File: config.mk
export PLATFORM = sky130hd
export DESIGN_NAME = wake_pattern_detect
export DESIGN_NICKNAME = d
export VERILOG_FILES = /design/src/rtl/wkdet_pkg.sv /design/src/rtl/wkdet_datapath.sv /design/src/rtl/wkdet_ctrl.sv /design/src/rtl/wake_pattern_detect.sv
export SDC_FILE = /design/constraint.sdc
export NUM_CORES = 1
export LEC_CHECK = 0
export BUFFER_PORTS_ARGS = -buffer_cell sky130_fd_sc_hd__buf_2
export CAP_MARGIN = 10
export CORE_ASPECT_RATIO = 0.6
export CORE_MARGIN = 5
export CORE_UTILIZATION = 45
export CTS_CLUSTER_SIZE = 24
export DETAILED_ROUTE_END_ITERATION = 10
export PLACE_DENSITY = 0.67
export SYNTH_ARGS = -nofsm -noshare
export SYNTH_HDL_FRONTEND = slang
export SYNTH_SLANG_ARGS = --single-unit
export TNS_END_PERCENT = 50
File: constraint.sdc
create_clock -name clkAon -period 1.9 [get_ports clkAon]
set_input_delay 0.19 -clock clkAon [delete_from_list [all_inputs] [get_ports clkAon]]
set_output_delay 0.19 -clock clkAon [all_outputs]
set_load 0.05 [all_outputs]
File: src/rtl/wkdet_pkg.sv
package wkdet_pkg;

  parameter int unsigned DefThreshW  = 8;
  parameter int unsigned DefFiltTaps = 4;

  typedef enum logic [2:0] {
    DetRise  = 3'd0,
    DetFall  = 3'd1,
    DetAny   = 3'd2,
    DetHigh  = 3'd3,
    DetLow   = 3'd4
  } detMode_e;

  // Strobes sent from control to datapath every cycle.
  typedef struct packed {
    logic useFilter;
    logic cntClr;
    logic cntInc;
  } detStrobe_t;

endpackage

File: src/rtl/wkdet_datapath.sv
module wkdet_datapath
  import wkdet_pkg::*;
#(
  parameter int unsigned ThreshW  = DefThreshW,
  parameter int unsigned FiltTaps = DefFiltTaps
) (
  input  logic               clkAon,
  input  logic               rstAonN,
  input  logic               padBit,
  input  detStrobe_t         stb,
  output logic               curBit,
  output logic               prevBit,
  output logic [ThreshW-1:0] pulseCnt
);

  localparam logic [ThreshW-1:0] CntMax = {ThreshW{1'b1}};

  logic [FiltTaps-1:0] sampleHist;
  logic                filtQ;
  logic                prevQ;
  logic [ThreshW-1:0]  cntQ;

  // Sample history: tap 0 is the most recent registered pad level.
  always_ff @(posedge clkAon or negedge rstAonN) begin
    if (!rstAonN) begin
      sampleHist <= '0;
    end else begin
      sampleHist <= {sampleHist[FiltTaps-2:0], padBit};
    end
  end

  // Debounced level: moves only when all taps agree.
  always_ff @(posedge clkAon or negedge rstAonN) begin
    if (!rstAonN) begin
      filtQ <= 1'b0;
    end else if (&sampleHist) begin
      filtQ <= 1'b1;
    end else if (~|sampleHist) begin
      filtQ <= 1'b0;
    end
  end

  assign curBit = stb.useFilter ? filtQ : sampleHist[0];

  // The previous sample tracks the current one even while the detector is off,
  // so enabling it compares two real samples and cannot see a false edge.
  always_ff @(posedge clkAon or negedge rstAonN) begin
    if (!rstAonN) begin
      prevQ <= 1'b0;
    end else begin
      prevQ <= curBit;
    end
  end

  assign prevBit = prevQ;

  // Saturating pulse-width counter.
  always_ff @(posedge clkAon or negedge rstAonN) begin
    if (!rstAonN) begin
      cntQ <= '0;
    end else if (stb.cntClr) begin
      cntQ <= '0;
    end else if (stb.cntInc && (cntQ != CntMax)) begin
      cntQ <= cntQ + 1'b1;
    end
  end

  assign pulseCnt = cntQ;

  // a clear strobe from control empties the counter on the next edge
  p_cnt_clear_r8 : assert property (@(posedge clkAon) disable iff (!rstAonN)
    stb.cntClr |=> (pulseCnt == '0));

  // an increment strobe below saturation advances the counter by one
  p_cnt_step_r6 : assert property (@(posedge clkAon) disable iff (!rstAonN)
    (stb.cntInc && !stb.cntClr && (pulseCnt != CntMax))
      |=> (pulseCnt == ThreshW'($past(pulseCnt) + 1'b1)));

endmodule

File: src/rtl/wkdet_ctrl.sv
module wkdet_ctrl
  import wkdet_pkg::*;
#(
  parameter int unsigned ThreshW = DefThreshW
) (
  input  logic               clkAon,
  input  logic               rstAonN,
  input  logic               cfgEnable,
  input  logic [2:0]         cfgMode,
  input  logic               cfgFilter,
  input  logic [ThreshW-1:0] cfgThresh,
  input  logic               causeWe,
  input  logic               causeWdata,
  input  logic               curBit,
  input  logic               prevBit,
  input  logic [ThreshW-1:0] pulseCnt,
  output detStrobe_t         stb,
  output logic               causeQ
);

  detMode_e effMode;
  logic     levelMatch;
  logic     timedMode;
  logic     edgeHit;
  logic     timedHit;
  logic     patternHit;
  logic     swClear;

  // Out-of-range codes fall back to rising-edge detection.
  always_comb begin
    case (cfgMode)
      3'd1:    effMode = DetFall;
      3'd2:    effMode = DetAny;
      3'd3:    effMode = DetHigh;
      3'd4:    effMode = DetLow;
      default: effMode = DetRise;
    endcase
  end

  // Only the timed-low mode targets a low level; the counter keeps its value
  // across a mode change as long as the target level still matches.
  assign levelMatch = (effMode == DetLow) ? !curBit : curBit;
  assign timedMode  = (effMode == DetHigh) || (effMode == DetLow);

  always_comb begin
    case (effMode)
      DetFall: edgeHit = prevBit && !curBit;
      DetAny:  edgeHit = prevBit ^ curBit;
      DetRise: edgeHit = !prevBit && curBit;
      default: edgeHit = 1'b0;
    endcase
  end

  assign timedHit   = timedMode && levelMatch && (pulseCnt >= cfgThresh);
  assign patternHit = cfgEnable && (edgeHit || timedHit);

  always_comb begin
    stb           = '0;
    stb.useFilter = cfgFilter;
    stb.cntClr    = !cfgEnable || !levelMatch;
    stb.cntInc    = cfgEnable && levelMatch;
  end

  assign swClear = causeWe && !causeWdata;

  // Sticky cause: a detection wins over a clearing write in the same cycle.
  always_ff @(posedge clkAon or negedge rstAonN) begin
    if (!rstAonN) begin
      causeQ <= 1'b0;
    end else if (patternHit) begin
      causeQ <= 1'b1;
    end else if (swClear) begin
      causeQ <= 1'b0;
    end
  end

  // only a write of 0 can drop the cause
  p_sticky_r11 : assert property (@(posedge clkAon) disable iff (!rstAonN)
    (causeQ && !(causeWe && !causeWdata)) |=> causeQ);

  // a disabled detector never raises the cause
  p_idle_when_off_r10 : assert property (@(posedge clkAon) disable iff (!rstAonN)
    (!cfgEnable && !causeQ) |=> !causeQ);

  // a qualified rising edge in mode 0 sets the cause
  p_rise_hit_r2 : assert property (@(posedge clkAon) disable iff (!rstAonN)
    (cfgEnable && (cfgMode == 3'd0) && curBit && !prevBit) |=> causeQ);

  // a high level held to the threshold sets the cause
  p_timed_hit_r6 : assert property (@(posedge clkAon) disable iff (!rstAonN)
    (cfgEnable && (cfgMode == 3'd3) && curBit && (pulseCnt >= cfgThresh)) |=> causeQ);

endmodule

File: src/rtl/wake_pattern_detect.sv
module wake_pattern_detect
  import wkdet_pkg::*;
#(
  parameter int unsigned ThreshW  = DefThreshW,
  parameter int unsigned FiltTaps = DefFiltTaps
) (
  input  logic               clkAon,
  input  logic               rstAonN,
  input  logic               padBit,
  input  logic               cfgEnable,
  input  logic [2:0]         cfgMode,
  input  logic               cfgFilter,
  input  logic [ThreshW-1:0] cfgThresh,
  input  logic               causeWe,
  input  logic               causeWdata,
  output logic               wakeReq,
  output logic               causeOut
);

  detStrobe_t         stb;
  logic               curBit;
  logic               prevBit;
  logic [ThreshW-1:0] pulseCnt;
  logic               causeQ;

  wkdet_datapath #(
    .ThreshW  (ThreshW),
    .FiltTaps (FiltTaps)
  ) i_datapath (
    .clkAon   (clkAon),
    .rstAonN  (rstAonN),
    .padBit   (padBit),
    .stb      (stb),
    .curBit   (curBit),
    .prevBit  (prevBit),
    .pulseCnt (pulseCnt)
  );

  wkdet_ctrl #(
    .ThreshW (ThreshW)
  ) i_ctrl (
    .clkAon     (clkAon),
    .rstAonN    (rstAonN),
    .cfgEnable  (cfgEnable),
    .cfgMode    (cfgMode),
    .cfgFilter  (cfgFilter),
    .cfgThresh  (cfgThresh),
    .causeWe    (causeWe),
    .causeWdata (causeWdata),
    .curBit     (curBit),
    .prevBit    (prevBit),
    .pulseCnt   (pulseCnt),
    .stb        (stb),
    .causeQ     (causeQ)
  );

  assign causeOut = causeQ;
  assign wakeReq  = causeQ;

endmodule

Yosys cells after proc, flatten, opt, wreduce, memory -nomap -nowiden

Cells that the tools add are included.
W data, S select, Z words.

Flip-flop bits (word level): 15
Input port bits: 18
Logic and storage cells: 49
Output and inout port bits: 2

Bitwise gates (word level): 1
Equality and inequality tests: 10
Add/subtract/negate cells: 1
Order comparisons: 1
Mux-type cells: 10
Reductions and logical operators: 21

Operator list:

| operator              | count |
|---|---|
| $mux W8               | 2 |
| $eq A3 B2 Y1 const B  | 4 |
| $pmux W3 S4           | 1 |
| $add A8 B1 Y8 const B | 1 |
| $ge A8 B8 Y1          | 1 |
| $logic_and A1 B1 Y1   | 8 |
| $ne A8 B8 Y1 const B  | 1 |
| $eq A3 B1 Y1 const B  | 2 |
| $eq A3 B3 Y1 const B  | 2 |
| $mux W1               | 6 |
| $logic_not A1 Y1      | 5 |
| $reduce_and A4 Y1     | 1 |
| $reduce_bool A2 Y1    | 2 |
| $reduce_or A4 Y1      | 1 |
| $logic_not A3 Y1      | 1 |
| $logic_or A1 B1 Y1    | 3 |
| $pmux W1 S3           | 1 |
| $ne A2 B1 Y1 const B  | 1 |
| $xor A1 B1 Y1         | 1 |

Longest topological paths before layout

Gate-level depths: netlist of run 1.

Depth after elaboration: 9
Gate-level depth with buffers: 6
Depth with buffers taken out: 6

Modules after synthesis

A second synthesis of run 1 with hierarchy kept.

Cell total of the unflattened synthesis: 110
Area total of the unflattened synthesis: 1014.7 um^2

Modules (own cells, without submodules):

| module              | area an instance (um^2) | cells an instance | sequential area each (um^2) | instances |
|---|---|---|---|---|
| wkdet_datapath      | 646.9                   | 60                | 350.3                       | 1 |
| wkdet_ctrl          | 360.3                   | 49                | 25.0                        | 1 |
| wake_pattern_detect | 7.5                     | 1                 | 0.0                         | 1 |

Worst setup path before layout of run 1

Ideal clock, no wire load.

Path type: register to register
Start: reg i_datapath.filtQ
End: reg i_ctrl.causeQ
Setup time: 0.090 ns
Clock period less this slack: 1.614 ns
Cell stages (with the launch flop): 7
Path buffers: 0
Data arrival time: 1.523 ns
Setup slack: 0.286 ns
Data required time: 1.810 ns
Cell sequence: dfrtp_1 -> mux2i_2 -> ha_1 -> or3b_1 -> a21oi_1 -> a21oi_1 -> o221ai_1

Longest elaborated chain between the ends: 8
Elaborated cells between the ends (all ways): 13
Classes of those cells: 4 x mux; 1 x bitwise; 8 x reduce/logical

RTL lines:

| element                                              | RTL line                           | source |
|---|---|---|
| start, declared                                      | wkdet_datapath.sv:19               | `logic filtQ;` |
| start signal, assigned                               | wkdet_datapath.sv:35               | `filtQ <= 1'b0;` |
| start signal, assigned                               | wkdet_datapath.sv:37               | `filtQ <= 1'b1;` |
| start signal, assigned                               | wkdet_datapath.sv:39               | `filtQ <= 1'b0;` |
| $mux W1 (*)                                          | wkdet_datapath.sv:43               | `assign curBit = stb.useFilter ? filtQ : sampleHist[0];` |
| $logic_not A1 Y1                                     | wkdet_ctrl.sv:42, wkdet_ctrl.sv:47 |  |
| $mux W1                                              | wkdet_ctrl.sv:42                   | `assign levelMatch = (effMode == DetLow) ? !curBit : curBit;` |
| $logic_and A1 B1 Y1 (2 in a row)                     | wkdet_ctrl.sv:54                   | `assign timedHit = timedMode && levelMatch && (pulseCnt >= cfgThresh);` |
| $logic_or A1 B1 Y1 (*)                               | wkdet_ctrl.sv:55                   | `assign patternHit = cfgEnable && (edgeHit \|\| timedHit);` |
| $logic_and A1 B1 Y1 (*)                              | wkdet_ctrl.sv:55                   |  |
| $mux W1 / $reduce_bool A2 Y1 (equally long branches) | -                                  |  |
| end signal, assigned                                 | wkdet_ctrl.sv:69                   | `causeQ <= 1'b0;` |
| end signal, assigned                                 | wkdet_ctrl.sv:71                   | `causeQ <= 1'b1;` |
| end signal, assigned                                 | wkdet_ctrl.sv:73                   | `causeQ <= 1'b0;` |
| end, declared                                        | wkdet_ctrl.sv:18                   | `output logic causeQ` |

Every way passes the cells marked *; elsewhere a longest branch is shown, timed or not.
A chain may end at the register's enable or synchronous reset.

Worst setup path after layout of run 1

Start: reg i_datapath.sampleHist[0]
End: reg i_ctrl.causeQ

Longest elaborated chain between the ends: 8
Elaborated cells between the ends (all ways): 13
Classes of those cells: 4 x mux; 1 x bitwise; 8 x reduce/logical

RTL lines:

| element                                              | RTL line                           | source |
|---|---|---|
| start, declared                                      | wkdet_datapath.sv:18               | `logic [FiltTaps-1:0] sampleHist;` |
| start signal, assigned                               | wkdet_datapath.sv:28               | `sampleHist <= {sampleHist[FiltTaps-2:0], padBit};` |
| $mux W1 (*)                                          | wkdet_datapath.sv:43               |  |
| $logic_not A1 Y1                                     | wkdet_ctrl.sv:42, wkdet_ctrl.sv:47 |  |
| $mux W1                                              | wkdet_ctrl.sv:42                   |  |
| $logic_and A1 B1 Y1 (2 in a row)                     | wkdet_ctrl.sv:54                   |  |
| $logic_or A1 B1 Y1 (*)                               | wkdet_ctrl.sv:55                   |  |
| $logic_and A1 B1 Y1 (*)                              | wkdet_ctrl.sv:55                   |  |
| $mux W1 / $reduce_bool A2 Y1 (equally long branches) | -                                  |  |

Marks and branches as above.

==> flow_metrics.tcl, run 1 <==
set metrics [dict create \
    synthTopCellsByCount "dfrtp_1 (15), inv_1 (12), ha_1 (11)" \
    fin_skew_ns 0.004281 \
    p_leak_nw 0.5834 \
    die_y_um 46.28 \
    synth_area_leaders "dfrtp_1 (38%), ha_1 (14%), inv_1 (4.6%)" \
    finalCritPeriodShare_pct 86.13 \
    synth_edf_count 0 \
    top_layer "met4" \
    layout-drive-gt1-share_pct 25.81 \
    grt_setup_unrepaired "no" \
    drv_cap 0 \
    hold_start "padBit" \
    die_area_um2 3261 \
    cts_max_path_buffers 2 \
    setup_slack_ns 0.2635 \
    clock-sinks 15 \
    ant_nets 0 \
    place_area_um2 1109 \
    grt_pass1_vias 734 \
    r2r_cells 6 \
    worstPathArrival_ns 1.79 \
    synth.ff_latch_count 15 \
    core_area_um2 2131 \
    synth-seq-area-share_pct 38.02 \
    fin_total_pwr_mw 0.7257 \
    path_class "reg -> reg" \
    synth_top_area_cell "dfrtp_1" \
    r2r_end "i_ctrl.causeQ$_DFFE_PN0P_" \
    power.density_nw_per_um2 623.0 \
    synthArstFlopShare_pct 100.0 \
    cp_data_required_time_ns 2.06 \
    clk_pin_slew_ns 0.06 \
    slew_violations 0 \
    cts_root_buf "clkbuf_8" \
    setup_viol 0 \
    worstMarginPinSlew_ns 0.3599 \
    holdPathStages 1 \
    antennaDiodeCount 0 \
    wl_met3_um 92 \
    num_rows 13 \
    netlist_area_um2 987.2 \
    synthAdderAreaFrac_pct 13.94 \
    clock_latency_ns 0.24 \
    gp_congestion 0.7456 \
    grt_pass1_wl_um 3249 \
    gr-usage-all-layers_pct 13.13 \
    synth.distinct_cells 33 \
    synth_ff_type "dfrtp_1" \
    hold_viol_final 0 \
    min_to "i_datapath.sampleHist[0]$_DFF_PN0_" \
    place_ws_ns 0.2725 \
    final_cell_area_um2 1165 \
    r2r_start "i_datapath.sampleHist[0]$_DFF_PN0_" \
    syn_to_final_growth_pct 18.00 \
    utilization_pct 54.67 \
    fin_nets 154 \
    hold_ws_ns 0.04607 \
    max_freq_mhz 611.0 \
    port-buffer-count 19 \
    period_minus_slack_ns 1.637 \
    synthSimpleGateAreaFrac_pct 19.14 \
    numPlacedInstances 149 \
    status "finished clean" \
    setup-tns-final_ns 0 \
    hold_path.class "in -> reg" \
    pin_count 20 \
    cts_resized 0 \
    grt-ovfl-total 0 \
    synth_warnings 0 \
    dp_hpwl_um 1483 \
    synth_top_area_share_pct 38.02 \
    stdcell_count 154 \
    path_max_fanout 3 \
    h-tree-depth 1 \
    ff2ff_setup_slack_ns 0.26 \
    drtIter0Drc 18 \
    yosysMostFrequentCell "dfrtp_1" \
    slew_headroom_pct 76.01 \
    wl_met1_um 930 \
    cts_setup_buffers 0 \
    synth_compound_area_share_pct 15.46 \
    die_x_um 70.47 \
    firstDrtPassIters 4 \
    antenna_found_initial 0 \
    wl_um 1798 \
    wl_met2_um 760 \
    cts_tree "done" \
    wire_per_inst_um 11.68 \
    syn-num-nets 130 \
    vias 766 \
    grt_max_degree 16 \
    end_kind "register" \
    synthMuxAreaShare_pct 3.422 \
    syn_area_per_cell_um2 9.774 \
    netlist_instances 101 \
    synth_xor_area_share_pct 3.549 \
    vdd_drop_max_uv 344.1 \
    start_util_pct 46.33 \
    viasPerCell 4.974 \
    synth_top_family_by_area "simple AND/OR/NAND/NOR gates" \
    drcViolationCount 0 \
    cp-start-kind "register" \
    cts-buffers-inserted 3 \
]
-- worst max-delay path, stage by stage, from the launching register on --
cell	delay, ns
dfrtp_1	0.41
mux2i_2	0.20
ha_1	0.26
or3b_1	0.34
a21oi_1	0.13
a21oi_1	0.05
o221ai_1	0.16
-- cell families (layout without fill, tap and decap cells) --
kind of cell / Yosys count / after routing
compound gates: 20 / 20
xor+xnor: 4 / 4
fa+ha+maj: 11 / 11
buf+inv: 14 / 37
flops: 15 / 15
mux: 3 / 3
simple gates: 34 / 34
-- state kept, by name (all words and copies together) (netlist names) --
signal and cells:
i_datapath.filtQ 1, i_ctrl.causeQ 1, i_datapath.sampleHist 4, i_datapath.pulseCnt 8, i_datapath.prevBit 1
-- worst max-delay path by stage --
stage          cells past startpoint  slack [ns]                        end                          startpoint
2_1_floorplan                      6        0.29  i_ctrl.causeQ$_DFFE_PN0P_        i_datapath.filtQ$_DFFE_PN0P_
3_3_place_gp                       6        0.31  i_ctrl.causeQ$_DFFE_PN0P_  i_datapath.sampleHist[0]$_DFF_PN0_
3_5_place_dp                       6        0.27  i_ctrl.causeQ$_DFFE_PN0P_  i_datapath.sampleHist[0]$_DFF_PN0_
4_1_cts                            6        0.25  i_ctrl.causeQ$_DFFE_PN0P_  i_datapath.sampleHist[0]$_DFF_PN0_
5_1_grt                            6        0.11  i_ctrl.causeQ$_DFFE_PN0P_  i_datapath.sampleHist[0]$_DFF_PN0_
6_report                           6        0.26  i_ctrl.causeQ$_DFFE_PN0P_  i_datapath.sampleHist[0]$_DFF_PN0_
-- placed cells by master (no fill, tap or decap), types with 2 or more instances in the layout --
cell type  instances
a21oi_1            7
a31oi_1            4
and3_1             2
buf_2             19
clkbuf_8           3
dfrtp_1           15
ha_1              11
inv_1             12
mux2i_1            2
nand2_1            5
nand3_1            3
nand4_1            2
nor2_1            10
nor3_2             2
o21ai_0            4
xnor2_1            3
-- repair_timing --
action | CTS | global route
endpoints found under the setup margin | 0 | 0
hold endpoints to repair | 15 | 0
hold buffers | 1 | 0
-- final cells by class --
class                   instances  area, µm²
flip-flops and latches         15      375.4
clock buffers                   3      41.29
repair buffers                 21      112.6
multi-input cells              72      548.0
well taps                      30      37.54
clock inverters                 1      5.005
inverters                      12      45.04
fillers                       197      965.9
-- where the power goes --
part	switching [mW]	leakage, nW	internal, mW	total, mW
combinational	0.0801	0.362	0.0494	0.130
sequential	0.0110	0.196	0.334	0.345
clock	0.107	0.0255	0.145	0.251
total	0.198	0.583	0.528	0.726
-- layer usage --
layer  vias up  global-route usage [%]
met1       350                   15.87
met5         -                       0
met4         0                   4.580
li1        398                       -
met3         2                   5.664
met2        16                   21.38
No activity file was read; power rests on OpenSTA's default activity.
==> run 2, diff against run 1 <==
PLACE_DENSITY = 0.7   (was 0.67)
SYNTH_HIERARCHICAL = 1   (was unset)
clock period = 1.39 ns   (was 1.9 ns; I/O delays follow)
==> run 2 against run 1 <==
The run now ends with negative setup slack left; non-clock buffer count up 22; largest power group unchanged; die area up 2.3%; final cell count grew 19%; critical path type unchanged; total power rose by 50%; critical path depth grew 2; sequential power grew 35%.
==> flow_metrics.tcl, run 2 <==
set metrics [dict create \
    hold_viol_final 0 \
    gp_congestion 0.7888 \
    cp-start-kind "register" \
    antenna_found_initial 0 \
    die_area_um2 3336 \
    nFillCells 160 \
    synthTopCellsByCount "dfrtp_1 (15), inv_1 (13), ha_1 (11)" \
    clock_latency_ns 0.25 \
    slew_violations 0 \
    holdPathStages 4 \
    syn_area_per_cell_um2 9.225 \
    h-tree-depth 1 \
    dp_hpwl_um 1829 \
    setup_slack_ns -0.4022 \
    fin_nets 183 \
    worst-path-buf-inv 2 \
    ff2ff_setup_slack_ns -0.40 \
    synth_ff_type "dfrtp_1" \
    path_cells "mux2_4 > inv_4 > and2_4 > o21ai_4 > inv_4 > nand3_4 > nor4_1 > a211oi_2" \
    grt_pass1_vias 931 \
    slowest_stage "dfrtp_1" \
    worstPathArrival_ns 1.91 \
    final_cell_area_um2 1495 \
    final_cell_mix "buf_4 (20), buf_2 (19), dfrtp_1 (15)" \
    worstMarginPinSlew_ns 0.4328 \
    max_freq_mhz 558.0 \
    grt_setup_unrepaired "yes" \
    wl_um 2723 \
    end_kind "register" \
    ant_nets 0 \
    drv_cap 0 \
    synth.distinct_cells 35 \
    seqCellArea_um2 375.4 \
    status "finished, violations left" \
    cp_data_required_time_ns 1.50 \
    drtIter0Drc 62 \
    r2r_cells 8 \
    path_class "reg -> reg" \
    utilization_pct 69.12 \
    vias 972 \
    synth.ff_latch_count 15 \
    cts_tree "done" \
    yosysMostFrequentCell "dfrtp_1" \
    path_max_fanout 5 \
    cts-buffers-inserted 3 \
    cp_common_cell "inv_4" \
    grt-ovfl-total 0 \
    period_minus_slack_ns 1.792 \
    drcViolationCount 0 \
    synth_top_area_cell "dfrtp_1" \
    start_util_pct 46.91 \
    numPlacedInstances 174 \
    wire_per_inst_um 14.88 \
    setup-tns-final_ns -2.956 \
    critPathMaxStageDelay_ns 0.40 \
    core_area_um2 2163 \
    firstDrtPassIters 4 \
    synth_warnings 6 \
    gr-usage-all-layers_pct 16.11 \
    port-buffer-count 19 \
    netlist_instances 110 \
    synth_top_area_share_pct 36.99 \
    cp_top_family "simple AND/OR/NAND/NOR gates" \
    syn_to_final_growth_pct 47.35 \
    netlist_area_um2 1015 \
    die_y_um 46.78 \
    synthArstFlopShare_pct 100.0 \
    clock-sinks 15 \
    largest_reg_flops 8 \
    multi_input_area_um2 694.4 \
    syn-num-nets 139 \
    antennaDiodeCount 0 \
    grt_max_degree 16 \
    fin_skew_ns 0.004164 \
    synth_edf_count 0 \
    r2r_end "i_datapath/pulseCnt[7]$_DFFE_PN0P_" \
    viasPerCell 5.311 \
    clk_pin_slew_ns 0.07 \
    p_leak_nw 0.7126 \
    finalCritPeriodShare_pct 128.9 \
    stdcell_count 183 \
    grt_pass1_wl_um 4133 \
    power.density_nw_per_um2 726.2 \
    synth-seq-area-share_pct 36.99 \
    hold_path.class "in -> reg" \
    die_x_um 71.31 \
    pin_count 20 \
    cts_root_buf "clkbuf_8" \
    layout-drive-gt1-share_pct 45.75 \
    violations "negative setup slack" \
    final_common_cell "buf_4" \
    min_to "i_ctrl/causeQ$_DFFE_PN0P_" \
    fin_total_pwr_mw 1.086 \
    place_area_um2 1285 \
    hold_start "causeWe" \
    vdd_drop_max_uv 416.5 \
    r2r_start "i_datapath/sampleHist[0]$_DFF_PN0_" \
    slew_headroom_pct 70.88 \
    cts_max_path_buffers 2 \
    setup_viol 9 \
    num_rows 13 \
    synth_area_leaders "dfrtp_1 (37%), ha_1 (14%), inv_1 (4.8%)" \
]
-- run 2: worst max-delay path by stage --
stage	start	endpoint	slack, ns	cells past startpoint
4_1_cts	i_datapath/sampleHist[0]$_DFF_PN0_	i_datapath/pulseCnt[7]$_DFFE_PN0P_	-0.36	8
2_1_floorplan	i_datapath/sampleHist[0]$_DFF_PN0_	i_datapath/pulseCnt[3]$_DFFE_PN0P_	-0.36	9
3_5_place_dp	i_datapath/sampleHist[0]$_DFF_PN0_	i_datapath/pulseCnt[5]$_DFFE_PN0P_	-0.43	8
5_1_grt	i_datapath/sampleHist[0]$_DFF_PN0_	i_datapath/pulseCnt[7]$_DFFE_PN0P_	-0.49	8
6_report	i_datapath/sampleHist[0]$_DFF_PN0_	i_datapath/pulseCnt[7]$_DFFE_PN0P_	-0.40	8
3_3_place_gp	i_datapath/sampleHist[0]$_DFF_PN0_	i_datapath/pulseCnt[7]$_DFFE_PN0P_	-0.36	8
-- run 2: metal layers --
layer  vias up  GRT usage (%)  wire [µm]
met5         -              0          0
met4         0          3.745          2
li1        483              -          -
met2        34          26.28       1271
met1       453          21.39       1268
met3         2          5.128        181
-- run 2: stage by stage --
step	hold slack [ns]	worst slack (ns)
floorplan	-0.1566	-0.3619
global placement	0.05805	-0.3599
detailed placement	0.07056	-0.4338
CTS	0.2183	-0.3582
global route	0.2705	-0.4871
finish	0.2401	-0.4022
-- run 2: cell type report --
| class | count | area share, % |
|---|---|---|
| clock inverters | 1 | 0.3347 |
| flip-flops and latches | 15 | 25.10 |
| repair buffers | 43 | 19.25 |
| multi-input cells | 78 | 46.44 |
| clock buffers | 3 | 2.762 |
| well taps | 30 | 2.510 |
| inverters | 13 | 3.598 |
-- run 2: worst register-to-register path, stage by stage, from the launching register on --
cell,delay [ns]
dfrtp_1,0.40
mux2_4,0.29
inv_4,0.06
and2_4,0.15
o21ai_4,0.07
inv_4,0.10
nand3_4,0.10
nor4_1,0.40
a211oi_2,0.09
-- run 2: kinds of logic after synthesis --
family          after synthesis  share of synthesized area, %
flops                        15                         36.99
fa+ha+maj                    11                         13.56
simple gates                 40                         22.93
mux                           4                         4.315
compound gates               23                         15.04
buf+inv                      17                         7.151
-- run 2: report_power, final --
group / switching [mW] / internal, mW / leakage (nW)
Sequential: 0.0114 / 0.454 / 0.197
Combinational: 0.147 / 0.115 / 0.490
Clock: 0.160 / 0.198 / 0.0255
-- run 2: timing repair --
item / CTS / global route
endpoints found under the hold margin: 16 / 0
gates resized for setup: 10 / 15
pin swaps: 6 / 5
setup endpoints to repair: 9 / 9
buffers inserted: 2 / 2
hold buffers: 2 / 0
